File: config.mk
export PLATFORM = sky130hd
export DESIGN_NAME = bcd_calendar_counter
export DESIGN_NICKNAME = d
export VERILOG_FILES = /design/src/rtl/bcd_cal_pkg.sv /design/src/rtl/bcd_field_stage.sv /design/src/rtl/month_last_day.sv /design/src/rtl/bcd_calendar_counter.sv
export SDC_FILE = /design/constraint.sdc
export NUM_CORES = 1
export LEC_CHECK = 0
export ABC_AREA = 1
export CELL_PAD_IN_SITES_DETAIL_PLACEMENT = 1
export CELL_PAD_IN_SITES_GLOBAL_PLACEMENT = 2
export CORE_UTILIZATION = 31
export CTS_BUF_LIST = sky130_fd_sc_hd__clkbuf_8
export DETAILED_ROUTE_END_ITERATION = 6
export PLACE_DENSITY_LB_ADDON = 0.25
export SETUP_SLACK_MARGIN = 0.15
export SYNTH_ARGS = -nofsm -noshare
export SYNTH_HDL_FRONTEND = slang
export SYNTH_HIERARCHICAL = 1
export SYNTH_SLANG_ARGS = --single-unit
File: constraint.sdc
create_clock -name clk -period 3.25 [get_ports clk]
set_input_delay 0.65 -clock clk [delete_from_list [all_inputs] [get_ports clk]]
set_output_delay 0.65 -clock clk [all_outputs]
set_load 0.01 [all_outputs]
File: src/rtl/bcd_cal_pkg.sv
package bcd_cal_pkg;

   localparam int NUM_FIELDS = 8;
   localparam int BYTE_W     = 8;
   localparam int DOM_IDX    = 6;
   localparam int MON_IDX    = 7;

   typedef logic [BYTE_W-1:0] bcd_pair_t;

   // bits a field actually uses
   function automatic bcd_pair_t fld_mask(input int idx);
      case (idx)
         0:       return 8'hF0;
         1:       return 8'hFF;
         2, 3:    return 8'h7F;
         4:       return 8'h3F;
         5:       return 8'h07;
         6:       return 8'h3F;
         7:       return 8'h1F;
         default: return 8'h00;
      endcase
   endfunction

   // value a field returns to on wrap
   function automatic bcd_pair_t fld_first(input int idx);
      return (idx >= 5) ? 8'h01 : 8'h00;
   endfunction

   // fixed wrap point; the day-of-month entry is replaced by a table
   function automatic bcd_pair_t fld_last(input int idx);
      case (idx)
         0:       return 8'h90;
         1:       return 8'h99;
         2, 3:    return 8'h59;
         4:       return 8'h23;
         5:       return 8'h07;
         6:       return 8'h31;
         7:       return 8'h12;
         default: return 8'h00;
      endcase
   endfunction

   // units digit value at which the increment moves to the tens digit
   function automatic logic [3:0] fld_unit_top(input int idx);
      return (idx == 0) ? 4'd0 : 4'd9;
   endfunction

endpackage

File: src/rtl/bcd_field_stage.sv
module bcd_field_stage
   import bcd_cal_pkg::*;
#(
   parameter bcd_pair_t   FIRST    = 8'h00,
   parameter bcd_pair_t   MASK     = 8'hFF,
   parameter logic [3:0]  UNIT_TOP = 4'd9
) (
   input  logic      clk,
   input  logic      rst_n,
   input  logic      carry_i,
   input  logic      wr_i,
   input  bcd_pair_t wdata_i,
   input  bcd_pair_t last_i,
   output bcd_pair_t value_o,
   output logic      carry_o
);

   bcd_pair_t value_q;
   bcd_pair_t inc_val;
   logic      at_last;

   // BCD ordering matches binary ordering, so >= also catches stale values
   assign at_last = (value_q >= last_i);

   always_comb begin
      if (value_q[3:0] >= UNIT_TOP)
         inc_val = {value_q[7:4] + 4'd1, 4'd0};
      else
         inc_val = {value_q[7:4], value_q[3:0] + 4'd1};
   end

   assign carry_o = carry_i && at_last && !wr_i;

   always_ff @(posedge clk) begin
      if (!rst_n)
         value_q <= FIRST;
      else if (wr_i)
         value_q <= wdata_i & MASK;
      else if (carry_i)
         value_q <= at_last ? FIRST : (inc_val & MASK);
   end

   assign value_o = value_q;

endmodule

File: src/rtl/month_last_day.sv
module month_last_day
   import bcd_cal_pkg::*;
(
   input  bcd_pair_t month_i,
   output bcd_pair_t last_o
);

   always_comb begin
      case (month_i)
         8'h02:                      last_o = 8'h28;
         8'h04, 8'h06, 8'h09, 8'h11: last_o = 8'h30;
         default:                    last_o = 8'h31;
      endcase
   end

endmodule

File: src/rtl/bcd_calendar_counter.sv
module bcd_calendar_counter
   import bcd_cal_pkg::*;
#(
   parameter int ADDR_W          = 3,
   parameter bit ROLL_REGISTERED = 1'b1
) (
   input  logic              clk,
   input  logic              rst_n,
   input  logic              tick_i,
   input  logic              wr_en_i,
   input  logic [ADDR_W-1:0] addr_i,
   input  logic [7:0]        wdata_i,
   output logic [7:0]        rdata_o,
   output logic [7:0]        rollover_o
);

   localparam int NF = NUM_FIELDS;

   if (ADDR_W < 3) begin : g_bad_addr
      $error("ADDR_W must reach all eight fields");
   end

   logic [NF:0]              carry;
   logic [NF-1:0]            wrap;
   logic [NF-1:0]            wr_sel;
   logic [NF-1:0][BYTE_W-1:0] fld_vec;
   bcd_pair_t                dom_last;

   assign carry[0] = tick_i;

   month_last_day u_mlen (
      .month_i (fld_vec[MON_IDX]),
      .last_o  (dom_last)
   );

   for (genvar g = 0; g < NF; g++) begin : g_stage
      bcd_pair_t last_w;
      if (g == DOM_IDX) begin : g_var_last
         assign last_w = dom_last;
      end else begin : g_fix_last
         assign last_w = fld_last(g);
      end

      assign wr_sel[g] = wr_en_i && (int'(addr_i) == g);

      bcd_field_stage #(
         .FIRST    (fld_first(g)),
         .MASK     (fld_mask(g)),
         .UNIT_TOP (fld_unit_top(g))
      ) u_stage (
         .clk     (clk),
         .rst_n   (rst_n),
         .carry_i (carry[g]),
         .wr_i    (wr_sel[g]),
         .wdata_i (wdata_i),
         .last_i  (last_w),
         .value_o (fld_vec[g]),
         .carry_o (carry[g+1])
      );

      assign wrap[g] = carry[g+1];
   end

   if (ROLL_REGISTERED) begin : g_roll_reg
      logic [NF-1:0] roll_q;
      always_ff @(posedge clk) begin
         if (!rst_n) roll_q <= '0;
         else        roll_q <= wrap;
      end
      assign rollover_o = roll_q;
   end else begin : g_roll_comb
      assign rollover_o = wrap;
   end

   always_comb begin
      rdata_o = '0;
      for (int i = 0; i < NF; i++)
         if (int'(addr_i) == i) rdata_o = fld_vec[i];
   end

endmodule

==> load_flow_metrics.sql <==
INSERT INTO impl_metrics (metric_group, metric, value, unit) VALUES
('drt', 'dr_drc_count', '0', ''),
('setup_path', 'worst_r2r_path_depth', '23', ''),
('cts', 'tritoncts', 'done', ''),
('finish', 'n_antenna_cell', '0', ''),
('cts', 'htree_num_levels', '2', ''),
('placement', 'placement.setup.worst_slack', '-0.2792', 'ns'),
('floorplanning', 'io-pin-count', '31', ''),
('placement', 'post-dp-hpwl', '14.92', 'mm'),
('finish', 'final_cells', '1347', ''),
('placement', 'gp_congestion', '0.8417', ''),
('timing', 'finalSetupViolCount', '0', ''),
('setup_path', 'critical_path_data_arrival_time', '2.34', 'ns'),
('hold_path', 'hold_path.class', 'reg -> reg', ''),
('finish', 'regArea', '1087', 'um^2'),
('outcome', 'status', 'finished clean', ''),
('cts', 'maximum_clock_path_buffer_count', '2', ''),
('yosys', 'synth_sequential_area_ratio', '18.08', '%'),
('timing', 'worst_pin_slew', '0.6781', 'ns'),
('setup_path', 'r2r-start', 'g_stage[0].u_stage/value_o[5]', ''),
('yosys', 'synthMuxAreaShare', '0', '%'),
('drt', 'antenna_left', '0', ''),
('floorplanning', 'area_of_the_die', '19850', 'um^2'),
('global_routing', 'global_route_wire_length_before_repair', '29.92', 'mm'),
('yosys', 'post_synth_xor_area_fraction', '1.465', '%'),
('hold_path', 'hold_path_depth', '4', ''),
('finish', 'multiInputGateArea', '4284', 'um^2'),
('floorplanning', 'fp.dieW', '140.9', 'um'),
('yosys', 'combinational_family_with_the_most_area_after_synthesis', 'simple AND/OR/NAND/NOR gates', ''),
('floorplanning', 'num_rows', '50', ''),
('yosys', 'synth-adder-area-share', '14.44', '%'),
('global_routing', 'antenna_found_initial', '0', ''),
('drt', 'post_drt_wl_per_cell', '13.48', 'um'),
('cts', 'clk_root_buffer_cell', 'sky130_fd_sc_hd__clkbuf_8', ''),
('placement', 'placement.io_buffers', '30', ''),
('drt', 'first_pass_iters', '4', ''),
('yosys', 'avgSynthCellArea', '6.281', 'um^2'),
('drt', 'drt-initial-drc-count', '215', ''),
('hold_path', 'min_to', 'g_stage[4].u_stage/value_o[5]', ''),
('cts', 'clk-insertion-delay-late', '0.33', 'ns'),
('power_and_ir_drop', 'cellLeakagePower', '3.856', 'nW'),
('yosys', 'post_synth_and_or_nand_nor_area_fraction', '38.06', '%'),
('finish', 'synth_to_final_area_change', '21.78', '%'),
('setup_path', 'crit_type', 'in -> out', ''),
('global_routing', 'grt_util_all_layers', '19.05', '%'),
('timing', 'max_freq', '0.3350', 'GHz'),
('floorplanning', 'die_h', '140.9', 'um'),
('drt', 'per_cell_via_count_in_the_routed_design', '4.563', ''),
('timing', 'period_minus_slack', '2.985', 'ns'),
('finish', 'design.final.nets', '1171', ''),
('cts', 'cts_inserted_buffers', '5', ''),
('placement', 'place_inst', '1338', ''),
('yosys', 'yosysUniqueCellTypes', '40', ''),
('yosys', 'syn_area', '5979', 'um^2'),
('hold_path', 'min_from', 'g_stage[4].u_stage/value_o[5]', ''),
('setup_path', 'worst_r2r_endpoint', 'g_stage[7].u_stage/value_o[0]', ''),
('drt', 'detailroute.via_count', '6146', ''),
('setup_path', 'critical_path.endpoint_type', 'output port', ''),
('setup_path', 'cp-start-kind', 'input pin', ''),
('power_and_ir_drop', 'vdd.ir_drop.worst', '155.7', 'uV'),
('power_and_ir_drop', 'power-per-cell-area', '207.8', 'nW/um^2'),
('setup_path', 'worst_ep_required_time', '2.60', 'ns'),
('floorplanning', 'initial_cell_density_of_the_core', '31.75', '%'),
('timing', 'skew', '0.006708', 'ns'),
('yosys', 'yosys_warnings', '6', ''),
('timing', 'drv_slew', '0', ''),
('timing', 'timing.final.crit_share', '91.85', '%'),
('setup_path', 'rrSetupSlack', '0.41', 'ns'),
('timing', 'post-route-worst-setup-slack', '0.2650', 'ns'),
('cts', 'holdBufCountCts', '0', ''),
('yosys', 'netlist_instances', '952', ''),
('global_routing', 'grt_max_degree', '22', '');
-- synth_stat cells (all sizes together) --
master / count / area, um^2
clkbuf: 7 / 26.28
ha: 69 / 863.3
buf: 33 / 245.2
nor4: 7 / 43.79
o21a: 1 / 7.510
nand3b: 2 / 40.04
nand4: 59 / 396.6
a21oi: 52 / 316.6
inv: 181 / 679.4
nand2: 237 / 939.7
o21bai: 2 / 37.54
a21o: 1 / 7.510
clkinv: 2 / 7.510
nand3: 49 / 260.3
xor2: 5 / 43.79
nor3b: 1 / 12.51
nor2: 123 / 531.8
a221oi: 2 / 17.52
conb: 11 / 41.29
o21ai: 15 / 75.07
xnor2: 5 / 43.79
a22oi: 28 / 210.2
nor3: 6 / 51.30
dfxtp: 54 / 1081
-- kinds of logic (layout without fill, tap and decap cells) --
logic type	Yosys count	count (layout)
simple gates	484	484
other cells	11	82
fa+ha+maj	69	69
xor+xnor	10	10
compound gates	101	101
flops	54	54
buf+inv	223	287
-- critical path, stage by stage --
cell and delay (ns):
sky130_fd_sc_hd__clkdlybuf4s15_2 0.24, sky130_fd_sc_hd__buf_4 0.14, sky130_fd_sc_hd__inv_4 0.09, sky130_fd_sc_hd__buf_12 0.15
sky130_fd_sc_hd__nor3_1 0.14, sky130_fd_sc_hd__buf_4 0.19, sky130_fd_sc_hd__nand2_1 0.06, sky130_fd_sc_hd__nand4_1 0.12
sky130_fd_sc_hd__clkdlybuf4s50_1 0.55
-- layout by cell type (no fill, tap or decap), types with 5 or more instances in the layout --
master and instances:
sky130_fd_sc_hd__a21oi_1 45, sky130_fd_sc_hd__a22oi_1 28, sky130_fd_sc_hd__buf_4 65, sky130_fd_sc_hd__clkbuf_8 5, sky130_fd_sc_hd__clkdlybuf4s50_1 27, sky130_fd_sc_hd__conb_1 82
sky130_fd_sc_hd__dfxtp_1 51, sky130_fd_sc_hd__ha_1 68, sky130_fd_sc_hd__inv_1 164, sky130_fd_sc_hd__inv_2 18, sky130_fd_sc_hd__nand2_1 219, sky130_fd_sc_hd__nand2_2 17
sky130_fd_sc_hd__nand3_1 45, sky130_fd_sc_hd__nand4_1 56, sky130_fd_sc_hd__nor2_1 99, sky130_fd_sc_hd__nor2_2 18, sky130_fd_sc_hd__nor2_4 6, sky130_fd_sc_hd__o21ai_0 10
sky130_fd_sc_hd__o21ai_1 5, sky130_fd_sc_hd__xnor2_1 5, sky130_fd_sc_hd__xor2_1 5
-- per-layer routing --
layer | vias up | global-route usage, % | share of wire (%)
met1 | 2867 | 24.62 | 47
li1 | 3206 | - | -
met5 | - | 0 | 0
met2 | 62 | 33.88 | 49
met3 | 11 | 2.242 | 3.0
met4 | 0 | 3.890 | 1.1
-- worst max path at each step --
stage / cells past startpoint / end / slack, ns / from
after global routing: 28 / g_stage[7].u_stage/value_o[3] / 0.15 / g_stage[1].u_stage/value_o[0]
after global placement: 8 / rdata_o[5] / -0.21 / addr_i[2]
after floorplan: 24 / g_stage[7].u_stage/value_o[2] / 0.16 / addr_i[1]
after detailed placement: 21 / g_stage[7].u_stage/value_o[0] / -0.28 / addr_i[0]
final: 9 / rdata_o[0] / 0.26 / addr_i[2]
after CTS: 9 / rdata_o[0] / 0.15 / addr_i[1]
-- repair_timing --
action | CTS | global route
pin swaps | 0 | 6
cloned | 0 | 0
gates resized for setup | 8 | 18
setup buffers | 0 | 2
endpoints found under the setup margin | 12 | 14
-- registers in the layout (all words and copies together), names as in the netlist --
register and count:
g_stage.u_stage/value_o 46, rollover_o 8
-- stage by stage --
stage | total power [W] | util, % | area, um^2 | hold WS [ns]
6_report | 0.001513 | 38.67 | 7282 | 0.5819
5_1_grt | 0.001625 | 38.67 | 7282 | 0.6186
4_1_cts | 0.001540 | 38.40 | 7231 | 0.5916
3_5_place_dp | 0.001130 | 37.98 | 7152 | 0.5582
3_3_place_gp | 0.001125 | 37.98 | 7152 | 0.5640
2_1_floorplan | 0.0009869 | - | 6281 | 0.4895
-- area by class of cell --
cell class | count | share of cell area, %
repair buffers | 97 | 11.25
flip-flops and latches | 54 | 14.93
clock inverters | 2 | 0.1031
inverters | 183 | 9.467
well taps | 260 | 4.467
clock buffers | 5 | 0.9450
multi-input cells | 746 | 58.83
-- power breakdown --
| group | switching, W | internal, W |
|---|---|---|
| sequential | 0.0000231 | 0.000677 |
| combinational | 0.000255 | 0.000167 |
| clock | 0.000248 | 0.000144 |
| total | 0.000526 | 0.000988 |
Power figures use the tool's default switching activity.
